**src/rtl/gfpm_pkg.sv**
```systemverilog
package gfpm_pkg;

    localparam int unsigned PRIME = 239;
    localparam int unsigned CW    = 8;

    typedef logic [CW-1:0] coef_t;

    typedef enum logic {
        PH_REDUCE = 1'b0,
        PH_ACCUM  = 1'b1
    } phase_e;

    function automatic coef_t mod_mul(input coef_t x, input coef_t y);
        logic [2*CW-1:0] prod;
        logic [2*CW-1:0] rem;
        prod = {{CW{1'b0}}, x} * {{CW{1'b0}}, y};
        rem  = prod % (2*CW)'(PRIME);
        return rem[CW-1:0];
    endfunction

    function automatic coef_t mod_addsub(input coef_t x, input coef_t y, input logic sub);
        logic [CW:0] s;
        if (sub) begin
            s = {1'b0, x} - {1'b0, y};
            if (x < y) s = s + (CW+1)'(PRIME);
        end else begin
            s = {1'b0, x} + {1'b0, y};
            if (s >= (CW+1)'(PRIME)) s = s - (CW+1)'(PRIME);
        end
        return s[CW-1:0];
    endfunction

endpackage

```
**src/rtl/gfpm_cell.sv**
```systemverilog
module gfpm_cell
    import gfpm_pkg::*;
(
    input  phase_e phase,
    input  coef_t  c_top,
    input  coef_t  g_j,
    input  coef_t  b_cur,
    input  coef_t  a_j,
    input  coef_t  c_lower,
    input  coef_t  c_self,
    output coef_t  c_next
);
    coef_t mul_x, mul_y, addend, prod;
    logic  sub;

    always_comb begin
        if (phase == PH_REDUCE) begin
            mul_x  = c_top;
            mul_y  = g_j;
            addend = c_lower;
            sub    = 1'b1;
        end else begin
            mul_x  = b_cur;
            mul_y  = a_j;
            addend = c_self;
            sub    = 1'b0;
        end
        prod   = mod_mul(mul_x, mul_y);
        c_next = mod_addsub(addend, prod, sub);
    end

    always_comb begin
        if (c_lower < coef_t'(PRIME) && c_self < coef_t'(PRIME) && c_top < coef_t'(PRIME))
            a_r6_cell_range: assert (c_next < coef_t'(PRIME));
    end
endmodule

```
**src/rtl/gfpm_ctrl.sv**
```systemverilog
module gfpm_ctrl
    import gfpm_pkg::*;
#(
    parameter int unsigned M  = 4,
    localparam int unsigned IW = (M > 1) ? $clog2(M) : 1
) (
    input  logic          clk,
    input  logic          rst,
    input  logic          start,
    output logic          busy,
    output logic          done,
    output logic          load,
    output phase_e        phase,
    output logic [IW-1:0] iter
);
    logic last_step;

    assign load      = start && !busy;
    assign last_step = busy && (phase == PH_ACCUM) && (iter == IW'(M-1));

    always_ff @(posedge clk) begin
        if (rst) begin
            busy  <= 1'b0;
            done  <= 1'b0;
            phase <= PH_REDUCE;
            iter  <= '0;
        end else begin
            done <= 1'b0;
            if (!busy) begin
                if (start) begin
                    busy  <= 1'b1;
                    phase <= PH_REDUCE;
                    iter  <= '0;
                end
            end else if (phase == PH_REDUCE) begin
                phase <= PH_ACCUM;
            end else begin
                phase <= PH_REDUCE;
                if (last_step) begin
                    busy <= 1'b0;
                    done <= 1'b1;
                end else begin
                    iter <= iter + 1'b1;
                end
            end
        end
    end

    // single-cycle done pulse
    a_r3_done_pulse: assert property (@(posedge clk) disable iff (rst)
        done |=> !done);
    // done accompanies the end of busy
    a_r3_done_at_end: assert property (@(posedge clk) disable iff (rst)
        $fell(busy) |-> done);
    // mid-run starts cannot cut a run short
    a_r5_busy_holds: assert property (@(posedge clk) disable iff (rst)
        (busy && !last_step) |=> busy);
    // iteration index stays in range
    a_r3_iter_range: assert property (@(posedge clk) disable iff (rst)
        busy |-> (iter <= IW'(M-1)));
endmodule

```
**src/rtl/gfpm_mul.sv**
```systemverilog
module gfpm_mul
    import gfpm_pkg::*;
#(
    parameter int unsigned M = 4,
    localparam int unsigned VW = M * CW,
    localparam int unsigned IW = (M > 1) ? $clog2(M) : 1
) (
    input  logic          clk,
    input  logic          rst,
    input  logic          start_i,
    input  logic [VW-1:0] a_i,
    input  logic [VW-1:0] b_i,
    input  logic [VW-1:0] g_i,
    output logic [VW-1:0] c_o,
    output logic          busy_o,
    output logic          done_o
);
    coef_t a_q [M];
    coef_t b_q [M];
    coef_t g_q [M];
    coef_t c_q [M];
    coef_t c_nx [M];

    logic          busy, done, load;
    phase_e        phase;
    logic [IW-1:0] iter;
    coef_t         b_cur;

    gfpm_ctrl #(.M(M)) u_ctrl (
        .clk  (clk),
        .rst  (rst),
        .start(start_i),
        .busy (busy),
        .done (done),
        .load (load),
        .phase(phase),
        .iter (iter)
    );

    assign b_cur = b_q[IW'(M-1) - iter];

    for (genvar j = 0; j < M; j++) begin : g_pos
        coef_t lower;
        if (j == 0) begin : g_bottom
            assign lower = '0;
        end else begin : g_upper
            assign lower = c_q[j-1];
        end

        gfpm_cell u_cell (
            .phase  (phase),
            .c_top  (c_q[M-1]),
            .g_j    (g_q[j]),
            .b_cur  (b_cur),
            .a_j    (a_q[j]),
            .c_lower(lower),
            .c_self (c_q[j]),
            .c_next (c_nx[j])
        );

        always_ff @(posedge clk) begin
            if (rst) begin
                a_q[j] <= '0;
                b_q[j] <= '0;
                g_q[j] <= '0;
                c_q[j] <= '0;
            end else if (load) begin
                a_q[j] <= a_i[j*CW +: CW];
                b_q[j] <= b_i[j*CW +: CW];
                g_q[j] <= g_i[j*CW +: CW];
                c_q[j] <= '0;
            end else if (busy) begin
                c_q[j] <= c_nx[j];
            end
        end

        assign c_o[j*CW +: CW] = c_q[j];

        // accumulator coefficient always a residue mod 239
        a_r6_coef_range: assert property (@(posedge clk) disable iff (rst)
            c_q[j] < coef_t'(PRIME));
        // latched operands frozen during a run
        a_r7_operands_frozen: assert property (@(posedge clk) disable iff (rst)
            busy |=> ($stable(a_q[j]) && $stable(b_q[j]) && $stable(g_q[j])));
    end

    assign busy_o = busy;
    assign done_o = done;

    // result held while idle and no start
    a_r4_result_hold: assert property (@(posedge clk) disable iff (rst)
        (!busy && !start_i) |=> $stable(c_o));
    // an accepted start clears the accumulator
    a_r1_clear_on_start: assert property (@(posedge clk) disable iff (rst)
        load |=> (c_o == '0));
endmodule

```
**config.mk**
```make
export PLATFORM = sky130hd
export DESIGN_NAME = gfpm_mul
export DESIGN_NICKNAME = d
export VERILOG_FILES = /design/src/rtl/gfpm_pkg.sv /design/src/rtl/gfpm_cell.sv /design/src/rtl/gfpm_ctrl.sv /design/src/rtl/gfpm_mul.sv
export SDC_FILE = /design/constraint.sdc
export NUM_CORES = 1
export LEC_CHECK = 0
export ABC_CLOCK_PERIOD_IN_PS = 50800
export BUFFER_PORTS_ARGS = -buffer_cell sky130_fd_sc_hd__clkbuf_2
export CORE_ASPECT_RATIO = 1.2
export CORE_MARGIN = 5
export CORE_UTILIZATION = 50
export CTS_CLUSTER_DIAMETER = 80
export CTS_CLUSTER_SIZE = 20
export DETAILED_ROUTE_END_ITERATION = 8
export PLACE_DENSITY = 0.63
export SLEW_MARGIN = 20
export SYNTH_ARGS = -nofsm -noshare
export SYNTH_HDL_FRONTEND = slang
export SYNTH_SLANG_ARGS = --single-unit
```
**constraint.sdc**
```tcl
create_clock -name clk -period 50.8 [get_ports clk]
set_clock_uncertainty 0.1 [all_clocks]
set_input_delay 5.08 -clock clk [delete_from_list [all_inputs] [get_ports clk]]
set_output_delay 5.08 -clock clk [all_outputs]
set_load 0.05 [all_outputs]
```
==> results.yml <==
clocking:
  cts_buffer_depth: 2
  clkSinkCount: 133
  cts_tree: "built"
  cts_root_buf: "clkbuf_16"
  cts_buffers: 17
  post_cts_buffers: 0
  cts_resized: 0
  hold_buffers: 0
  cts.clk_slew.worst_paths_ns: 0.07
  clk_latency_ns: 0.48
  htree_levels: 4
synth:
  seq_area_frac_synth: 0.136
  synth_xor_area_frac: 0.0707
  ys_ff_latch: 133
  synthTopCellsByCount: "nor2_1 (432), inv_1 (273), ha_1 (229)"
  synth_fa_ha_area_frac: 0.204
  yosys.cell_count.top_type: "nor2_1"
  ys_types: 135
  synthMuxAreaShare: 0.0482
  syn_area_per_cell_um2: 8.06
  synthTopCellsByArea: "edfxtp_1 (13%), fa_1 (10%), ha_1 (9.9%)"
  synthSimpleGateAreaFrac: 0.239
  ys_warn_count: 0
  ys_dominant_reg_cell: "edfxtp_1"
  synth_largest_area_cell: "edfxtp_1"
  synth_compound_area_frac: 0.249
  netlist_area_um2: 29100
  synth_top_family_by_area: "compound AO/OA/AOI/OAI gates"
  synth_edf_count: 128
  syn-num-nets: 4090
  synthArstFlopShare: 0
  synth_top_area_frac: 0.132
  netlist_instances: 3610
worst_setup_path:
  critical_path.slowest_cell: "buf_4"
  start_kind: "flop"
  rr_worst_depth: 62
  path_max_fanout: 49
  reg2reg_from: "u_ctrl.phase"
  endpoint_kind: "flop"
  reg2reg_slack_ns: 32.20
  cp.arrival_ns: 18.71
  rr_endpoint: "c_q[2][7]"
  worstPathRequired_ns: 50.91
  cpPeakStageDelay_ns: 0.78
  startpoint: "u_ctrl.phase"
  crit_type: "flop to flop"
  critPathCapture: "c_q[2][7]"
finish:
  layout-drive-gt1-share: 0.127
  syn_to_final_growth_pct: 6.69
  diodes: 0
  nNetsFinal: 4137
timing:
  rsz0062_at_grt: "false"
  fin_crit_sh: 0.366
  layout_min_cycle_time_ns: 18.60
  tightestPinTransition_ns: 1.09
  hold_viol: 0
  slew_headroom: 0.270
  fin_tns_setup_ns: 0
  max_freq_ghz: 0.0537
  slew_violations: 0
  setup-violations-final: 0
worst_hold_path:
  hold_class: "flop to flop"
routing:
  drtAntennaViolNets: 0
  num_vias: 27500
  firstDrtPassIters: 6
  drt-total-wl_mm: 84.3
  viasPerCell: 6.25
  detail_route.wl_per_cell_um: 19.1
  drt_iter0_markers: 1907
  drc_errors: 0
outcome:
  outcome: "complete, no violations"
floorplan:
  num_rows: 96
  pin_count: 133
  core_um2: 57400
  die_w_um: 230
  die_area_um2: 63100
  start_util: 0.507
  die_height_um: 274
global_routing:
  grt_max_degree: 56
  grt_pass1_vias: 27500
  grt_usage: 0.261
  grt_pass1_wl_mm: 138
  overflow: 0
  antenna_found_initial: 0
flow_run:
  maxCapViolations: 0
placed_design:
  dp_hpwl_mm: 66.8
  io_buffers: 132
  gp_congestion: 0.953
worst min path at each step:
stage	start	end	slack, ns	cells past startpoint
global route	u_ctrl.busy	u_ctrl.busy	0.66	2
global placement	u_ctrl.busy	u_ctrl.busy	0.54	2
detailed placement	u_ctrl.busy	u_ctrl.busy	0.56	2
finish	u_ctrl.iter[1]	u_ctrl.iter[1]	0.59	2
CTS	u_ctrl.busy	u_ctrl.busy	0.57	2
floorplan	u_ctrl.iter[1]	u_ctrl.busy	0.53	2
per-stage QoR:
| stage | hold slack [ns] | util | setup slack [ns] | area [um2] | std cells |
|---|---|---|---|---|---|
| finish | 0.593 | 0.540 | 32.20 | 31000 | 4405 |
| floorplan | 0.532 | - | 34.51 | 29100 | 3610 |
| global placement | 0.539 | 0.530 | 32.79 | 30400 | 4373 |
| global route | 0.655 | 0.540 | 30.76 | 31000 | 4405 |
| detailed placement | 0.557 | 0.530 | 32.36 | 30400 | 4373 |
| CTS | 0.574 | 0.540 | 32.30 | 31000 | 4405 |
sequential cells by signal (all words and copies together), names as in the netlist:
signal	flops
u_ctrl.done	1
b_q	32
c_q	32
u_ctrl.phase	1
u_ctrl.iter	2
g_q	32
a_q	32
u_ctrl.busy	1
cells in the final DEF, fill, tap and decap left out, types with 17 or more instances in the layout:
cell type	netlist	layout
clkbuf_2	1	132
and3_1	43	43
buf_4	2	24
edfxtp_1	128	128
o21ai_1	22	22
o21a_1	48	48
o21bai_1	32	32
o21ai_0	129	129
or3_1	29	28
nor2b_1	22	22
inv_1	273	273
xnor2_1	157	156
a21o_1	56	55
mux2_2	38	38
or2_2	97	97
xor2_1	74	74
o31ai_1	31	31
nor2_1	432	432
o22ai_1	22	22
o31a_1	25	25
nand2b_1	25	25
a211oi_1	47	47
o211ai_1	47	47
fa_1	152	152
a21oi_1	176	176
nand3_1	87	87
a31oi_1	28	28
mux2i_1	76	67
nor4_1	25	25
and2_1	146	146
ha_1	229	229
nand2_1	227	227
nand4_1	32	32
clkbuf_16	0	17
nor3_1	103	103
area by class of cell:
type | count | area [um2]
clock inverter | 15 | 141
sequential | 133 | 3950
tap | 735 | 920
clock buffer | 17 | 425
multi-input combinational | 3071 | 23700
timing repair buffer | 156 | 841
inverter | 278 | 1040
fill | 5414 | 26400
metal layers:
| layer | vias to the layer above | track usage | wire length, um |
|---|---|---|---|
| li1 | 13300 | - | - |
| met1 | 13300 | 0.325 | 36400 |
| met2 | 797 | 0.461 | 40900 |
| met3 | 176 | 0.0379 | 4200 |
| met4 | 0 | 0.0899 | 2840 |
| met5 | - | 0 | 0 |
logic make-up after synthesis:
logic type	Yosys count
AOI/OAI and AO/OA	964
xor gates and xnor gates	233
adders and majority gates	383
buffers and inverters	406
DFF	133
muxes	125
and+or+nand+nor	1366
critical path, delay by kind of cell, from the launching register on:
family,cells,cell delay (ns)
adder cells (fa/ha/maj),8,3.11
flip-flops,1,0.65
XOR/XNOR,3,0.51
AO/OA/AOI/OAI,23,6.36
multiplexers,4,1.76
buffers and inverters,6,1.95
AND/OR/NAND/NOR,18,3.81
Power is left out: the tool's default activity adds up to more than one toggle a clock period on the data nets, which glitch-free logic cannot reach.
